<file path="src/rtl/flash_rdmux_pkg.sv">
package flash_rdmux_pkg;

  localparam logic [7:0] CMD_READ    = 8'h00;
  localparam logic [7:0] CMD_ERSETUP = 8'h80;
  localparam logic [7:0] CMD_IDENT   = 8'h90;
  localparam logic [7:0] CMD_PROG    = 8'hA0;
  localparam logic [7:0] CMD_CHIPER  = 8'h10;
  localparam logic [7:0] CMD_SECTER  = 8'h30;
  localparam logic [7:0] CMD_QUERY   = 8'h98;

  typedef enum logic [2:0] {
    MD_ARRAY  = 3'd0,
    MD_IDENT  = 3'd1,
    MD_STATUS = 3'd2,
    MD_QUERY  = 3'd3,
    MD_BAD    = 3'd4
  } rd_mode_e;

  function automatic rd_mode_e decode_mode(input logic [7:0] cmd);
    case (cmd)
      CMD_READ, CMD_ERSETUP:           decode_mode = MD_ARRAY;
      CMD_IDENT:                       decode_mode = MD_IDENT;
      CMD_PROG, CMD_CHIPER, CMD_SECTER: decode_mode = MD_STATUS;
      CMD_QUERY:                       decode_mode = MD_QUERY;
      default:                         decode_mode = MD_BAD;
    endcase
  endfunction

endpackage

</file>
<file path="src/rtl/flash_rd_offset.sv">
module flash_rd_offset #(
  parameter int DEV_BYTES = 2
) (
  input  logic [7:0] addr_lo,
  output logic [7:0] reg_off
);
  generate
    if (DEV_BYTES == 4) begin : g_x32
      assign reg_off = {2'b00, addr_lo[7:2]};
    end else if (DEV_BYTES == 2) begin : g_x16
      assign reg_off = {1'b0, addr_lo[7:1]};
    end else begin : g_x8
      assign reg_off = addr_lo;
    end
  endgenerate
endmodule

</file>
<file path="src/rtl/flash_rd_array_pack.sv">
module flash_rd_array_pack (
  input  logic [31:0] lanes,
  input  logic [1:0]  size,
  input  logic        big,
  output logic [31:0] word
);
  always_comb begin
    case (size)
      2'd0:    word = {24'h0, lanes[7:0]};
      2'd1:    word = big ? {16'h0, lanes[7:0], lanes[15:8]}
                          : {16'h0, lanes[15:8], lanes[7:0]};
      default: word = big ? {lanes[7:0], lanes[15:8], lanes[23:16], lanes[31:24]}
                          : lanes;
    endcase
  end
endmodule

</file>
<file path="src/rtl/flash_rd_ident.sv">
module flash_rd_ident (
  input  logic [7:0]  reg_off,
  input  logic [15:0] w0,
  input  logic [15:0] w1,
  input  logic [15:0] w2,
  input  logic [15:0] w3,
  input  logic [31:0] arr_word,
  output logic [31:0] word
);
  logic [15:0] ext_sel;

  always_comb begin
    ext_sel = reg_off[0] ? w3 : w2;
    case (reg_off)
      8'h00:        word = {16'h0, w0};
      8'h01:        word = {16'h0, w1};
      8'h02:        word = 32'h0;
      8'h0E, 8'h0F: word = (ext_sel[7:0] == 8'hFF) ? arr_word : {16'h0, ext_sel};
      default:      word = arr_word;
    endcase
  end
endmodule

</file>
<file path="src/rtl/flash_rdmux.sv">
module flash_rdmux
  import flash_rdmux_pkg::*;
#(
  parameter int         ADDR_W    = 16,
  parameter int         DEV_BYTES = 2,
  parameter logic [7:0] CFI_LAST  = 8'h52
) (
  input  logic              clk,
  input  logic              rst_n,
  input  logic              rd_en,
  input  logic [ADDR_W-1:0] rd_addr,
  input  logic [1:0]        rd_size,
  input  logic              big_end,
  input  logic [7:0]        cur_cmd,
  input  logic [31:0]       arr_bytes,
  input  logic [15:0]       id_w0,
  input  logic [15:0]       id_w1,
  input  logic [15:0]       id_w2,
  input  logic [15:0]       id_w3,
  input  logic [7:0]        status_byte,
  output logic [7:0]        cfi_idx,
  input  logic [7:0]        cfi_byte,
  output logic [31:0]       rd_data,
  output logic              rd_valid,
  output logic              stat_rd_pulse,
  output logic              cmd_reset_req
);

  localparam int SYNC_STAGES = 2;

  logic [SYNC_STAGES-1:0] rst_pipe;
  logic                   rst_sync_n;

  always_ff @(posedge clk or negedge rst_n) begin
    if (!rst_n) rst_pipe <= '0;
    else        rst_pipe <= {rst_pipe[SYNC_STAGES-2:0], 1'b1};
  end
  assign rst_sync_n = rst_pipe[SYNC_STAGES-1];

  logic [7:0]  reg_off;
  logic [31:0] arr_word;
  logic [31:0] id_word;
  rd_mode_e    mode;

  flash_rd_offset #(.DEV_BYTES(DEV_BYTES)) u_off (
    .addr_lo (rd_addr[7:0]),
    .reg_off (reg_off)
  );

  flash_rd_array_pack u_pack (
    .lanes (arr_bytes),
    .size  (rd_size),
    .big   (big_end),
    .word  (arr_word)
  );

  flash_rd_ident u_id (
    .reg_off  (reg_off),
    .w0       (id_w0),
    .w1       (id_w1),
    .w2       (id_w2),
    .w3       (id_w3),
    .arr_word (arr_word),
    .word     (id_word)
  );

  assign cfi_idx = reg_off;
  assign mode    = decode_mode(cur_cmd);

  logic [31:0] data_d;
  logic        stat_d;
  logic        rst_req_d;

  always_comb begin
    stat_d    = 1'b0;
    rst_req_d = 1'b0;
    case (mode)
      MD_IDENT:  data_d = id_word;
      MD_STATUS: begin
        data_d = {24'h0, status_byte};
        stat_d = 1'b1;
      end
      MD_QUERY:  data_d = (reg_off > CFI_LAST) ? 32'h0 : {24'h0, cfi_byte};
      MD_BAD: begin
        data_d    = arr_word;
        rst_req_d = 1'b1;
      end
      default:   data_d = arr_word;
    endcase
  end

  always_ff @(posedge clk or negedge rst_sync_n) begin
    if (!rst_sync_n) begin
      rd_data <= '0;
    end else if (rd_en) begin
      rd_data <= data_d;
    end
  end

  always_ff @(posedge clk or negedge rst_sync_n) begin
    if (!rst_sync_n) begin
      rd_valid      <= 1'b0;
      stat_rd_pulse <= 1'b0;
      cmd_reset_req <= 1'b0;
    end else begin
      rd_valid      <= rd_en;
      stat_rd_pulse <= rd_en & stat_d;
      cmd_reset_req <= rd_en & rst_req_d;
    end
  end

endmodule

</file>
<file path="config.mk">
export PLATFORM = sky130hd
export DESIGN_NAME = flash_rdmux
export DESIGN_NICKNAME = d
export VERILOG_FILES = /design/src/rtl/flash_rdmux_pkg.sv /design/src/rtl/flash_rd_offset.sv /design/src/rtl/flash_rd_array_pack.sv /design/src/rtl/flash_rd_ident.sv /design/src/rtl/flash_rdmux.sv
export SDC_FILE = /design/constraint.sdc
export NUM_CORES = 1
export LEC_CHECK = 0
export ABC_AREA = 0
export BUFFER_PORTS_ARGS = -buffer_cell sky130_fd_sc_hd__buf_2
export CORE_MARGIN = 1
export CORE_UTILIZATION = 45
export CTS_BUF_LIST = sky130_fd_sc_hd__clkbuf_8
export DETAILED_ROUTE_END_ITERATION = 7
export PLACE_DENSITY_LB_ADDON = 0.12
export SETUP_SLACK_MARGIN = 0.02
export SYNTH_ARGS = -nofsm -noshare
export SYNTH_HDL_FRONTEND = slang
export SYNTH_HIERARCHICAL = 1
export SYNTH_SLANG_ARGS = --single-unit
</file>
<file path="constraint.sdc">
create_clock -name clk -period 3.22 [get_ports clk]
set_input_delay 0 -clock clk [delete_from_list [all_inputs] [get_ports clk]]
set_output_delay 0 -clock clk [all_outputs]
set_load 0.02 [all_outputs]
</file>
==> results.toml <==
[critical_path]
crit_required_ns = 3.35
cp-end-kind = "flip-flop"
crit_type = "primary input to flip-flop"
regToRegSetupSlack_ns = 2.48
crit_path_start_kind = "primary input"
cp.arrival_ns = 2.19
path_max_fanout = 25

[die]
die_h_um = 91.3
coreArea_um2 = 7730
rows = 32
die_x_um = 91.3
start_util_pct = 46.5
io_pins = 185
dieArea_um2 = 8340

[sta]
rsz0062_at_grt = "no"
finalCritPeriodShare_pct = 64.2
finClkSkew_ns = 0.00854
hold_viol = 0
max_freq_mhz = 484
hold_ws_ns = 0.0156
finalCriticalPeriod_ns = 2.07
tightest_slew_ns = 1.12
relSlewSlack_pct = 25.3
setup_viol = 0
finalSetupTns_ns = 0
slew_viol_final = 0

[cells_and_area]
drive_above_1_share_pct = 39.7
layout_common_cells = "174 x buf_2, 42 x nor2_1, 40 x a22oi_1"
num_antenna_cells = 0
fin_nets = 690
final_common_cell = "buf_2"
finalInstanceArea_um2 = 4460
area_delta_synth_final_pct = 24.3

[clocking]
path_clk_slew_ns = 0.08
clkLatencyLatePin_ns = 0.29
htree_levels = 2
root_buffer = "clkbuf_8"
post_cts_buffers = 0
numCtsBuffers = 5
cts_tree = "built"
cts.sinks = 37
cts.path.max_buffers = 2

[placement]
portBuffers = 174
gp_congestion = 0.901
dpl_cell_area_um2 = 4340
dp_hpwl_um = 8510

[synthesis]
ys_ff_latch = 37
synth_top_area_share_pct = 25.8
synth_area_leaders = "dfrtp_1 26%, a22oi_1 8.4%, mux2i_1 8.4%"
synth_warnings = 6
synth.distinct_cells = 57
postSynthAreaPerCell_um2 = 8.95
synthesis.area_um2 = 3590
yosysTopAreaCell = "dfrtp_1"
synthCells = 401
syn_nets = 543
ys_seq_area_share_pct = 25.8

[routing]
drt_wl_total_um = 11000
drtIter0Drc = 210
ant_nets = 0
vias = 3748
via_per_inst = 5.76
wl_per_cell_um = 17.0
dr.pass1.iters = 5
drc = 0

[grt]
first_global_vias = 3403
grt_max_degree = 70
grt_pass1_wl_um = 17300
track_usage_pct = 26.1
gr-total-overflow = 0
antenna_found_initial = 0

[pwr]
powerDensity_nw_per_um2 = 329
leakage_nw = 2.01
vdd_drop_max_mv = 0.153

[run]
max_cap_violations = 0

[outcome]
outcome = "finished, final reports clean"

[min_path]
min_path_type = "primary input to async pin"
## where the power goes
group          switching [mW]  internal (mW)
registers              0.0252          0.511
clock network           0.170          0.250
logic                   0.288          0.223
## cell usage after synthesis, drive strengths merged
library cell  count
a21oi            35
and2             16
inv               9
a22oi            40
a32oi             1
a211oi            2
a31oi             1
a221o             9
o21a              8
a222oi            6
buf              30
o2111a            1
and3b             1
conb              2
mux2              8
nand3b            1
nor2             43
a21boi            1
a21o              1
o22ai             8
o221ai            6
o221a             8
and3              3
nand4bb           9
o311ai            1
nor3b             3
nand4             3
a221oi            2
nand2             3
mux2i            30
nor4              2
nand3             8
o22a              7
o21ai             9
o31ai             1
and4bb            2
a2111oi           1
nand2b            5
nor2b            22
clkbuf           11
a22o              3
nor3              2
dfrtp            37
## path summary, 6_finish.rpt
check	startpoint	to	cells after the start
min in group clk	cfi_byte[5]	rd_data[5]	3
worst max-delay path	rd_addr[1]	rd_data[2]	8
worst min-delay path	rst_n	rst_pipe[1]	2
max in group asynchronous	rst_pipe[1]	rd_data[11]	1
worst min register to register	rst_pipe[1]	rd_data[23]	1
worst max register to register	rd_data[3]	rd_data[3]	2
## layer usage
| layer | up-vias | share of wire, % | track usage (%) |
|---|---|---|---|
| met5 | - | 0 | 0 |
| met4 | 0 | 1.1 | 6.22 |
| met3 | 10 | 6.5 | 4.86 |
| met2 | 145 | 48 | 42.4 |
| met1 | 1754 | 44 | 35.6 |
| li1 | 1839 | - | - |
## final cells by class
type	instances	area (µm²)
Tap cell	102	128
Multi-Input combinational cell	314	2330
Fill cell	719	3260
Sequential cell	37	926
Clock buffer	6	82.6
Inverter	9	33.8
Timing Repair Buffer	181	926
Clock inverter	2	33.8
## sequential cells by signal, summed over array words and instances, names as in the netlist
name           cells
cmd_reset_req      1
rd_data           32
rd_valid           1
rst_pipe           2
stat_rd_pulse      1
## critical path: stages
cell	delay [ns]
buf_2	0.41
nor2b_1	0.12
nand4_1	0.12
a22o_1	0.39
o21ai_4	0.25
a221o_1	0.44
a222oi_1	0.30
o221ai_1	0.15
## metrics by stage
stage | total power [mW] | std cells | util [%] | setup slack [ns]
finish | 1.47 | 651 | 57.8 | 1.15
global route | 1.55 | 651 | 57.8 | 0.875
CTS | 1.48 | 651 | 57.8 | 1.13
detailed placement | 1.05 | 642 | 56.1 | 0.829
global placement | 1.04 | 642 | 56.1 | 0.905
floorplan | 0.866 | 401 | - | 1.35
## logic make-up after synthesis
logic type	synth area share, %
multiplexers	10.9
other	0.209
AO/OA/AOI/OAI	32.3
AND/OR/NAND/NOR	21.6
buffers and inverters	9.20
flip-flops	25.8
## repair_timing
| action | 4_1_cts | 5_1_grt |
|---|---|---|
| hold buffers | 1 | 0 |
| resized for setup | 0 | 0 |
| endpoints found under the hold margin | 2 | 0 |
No activity file was read; power rests on OpenSTA's default activity.
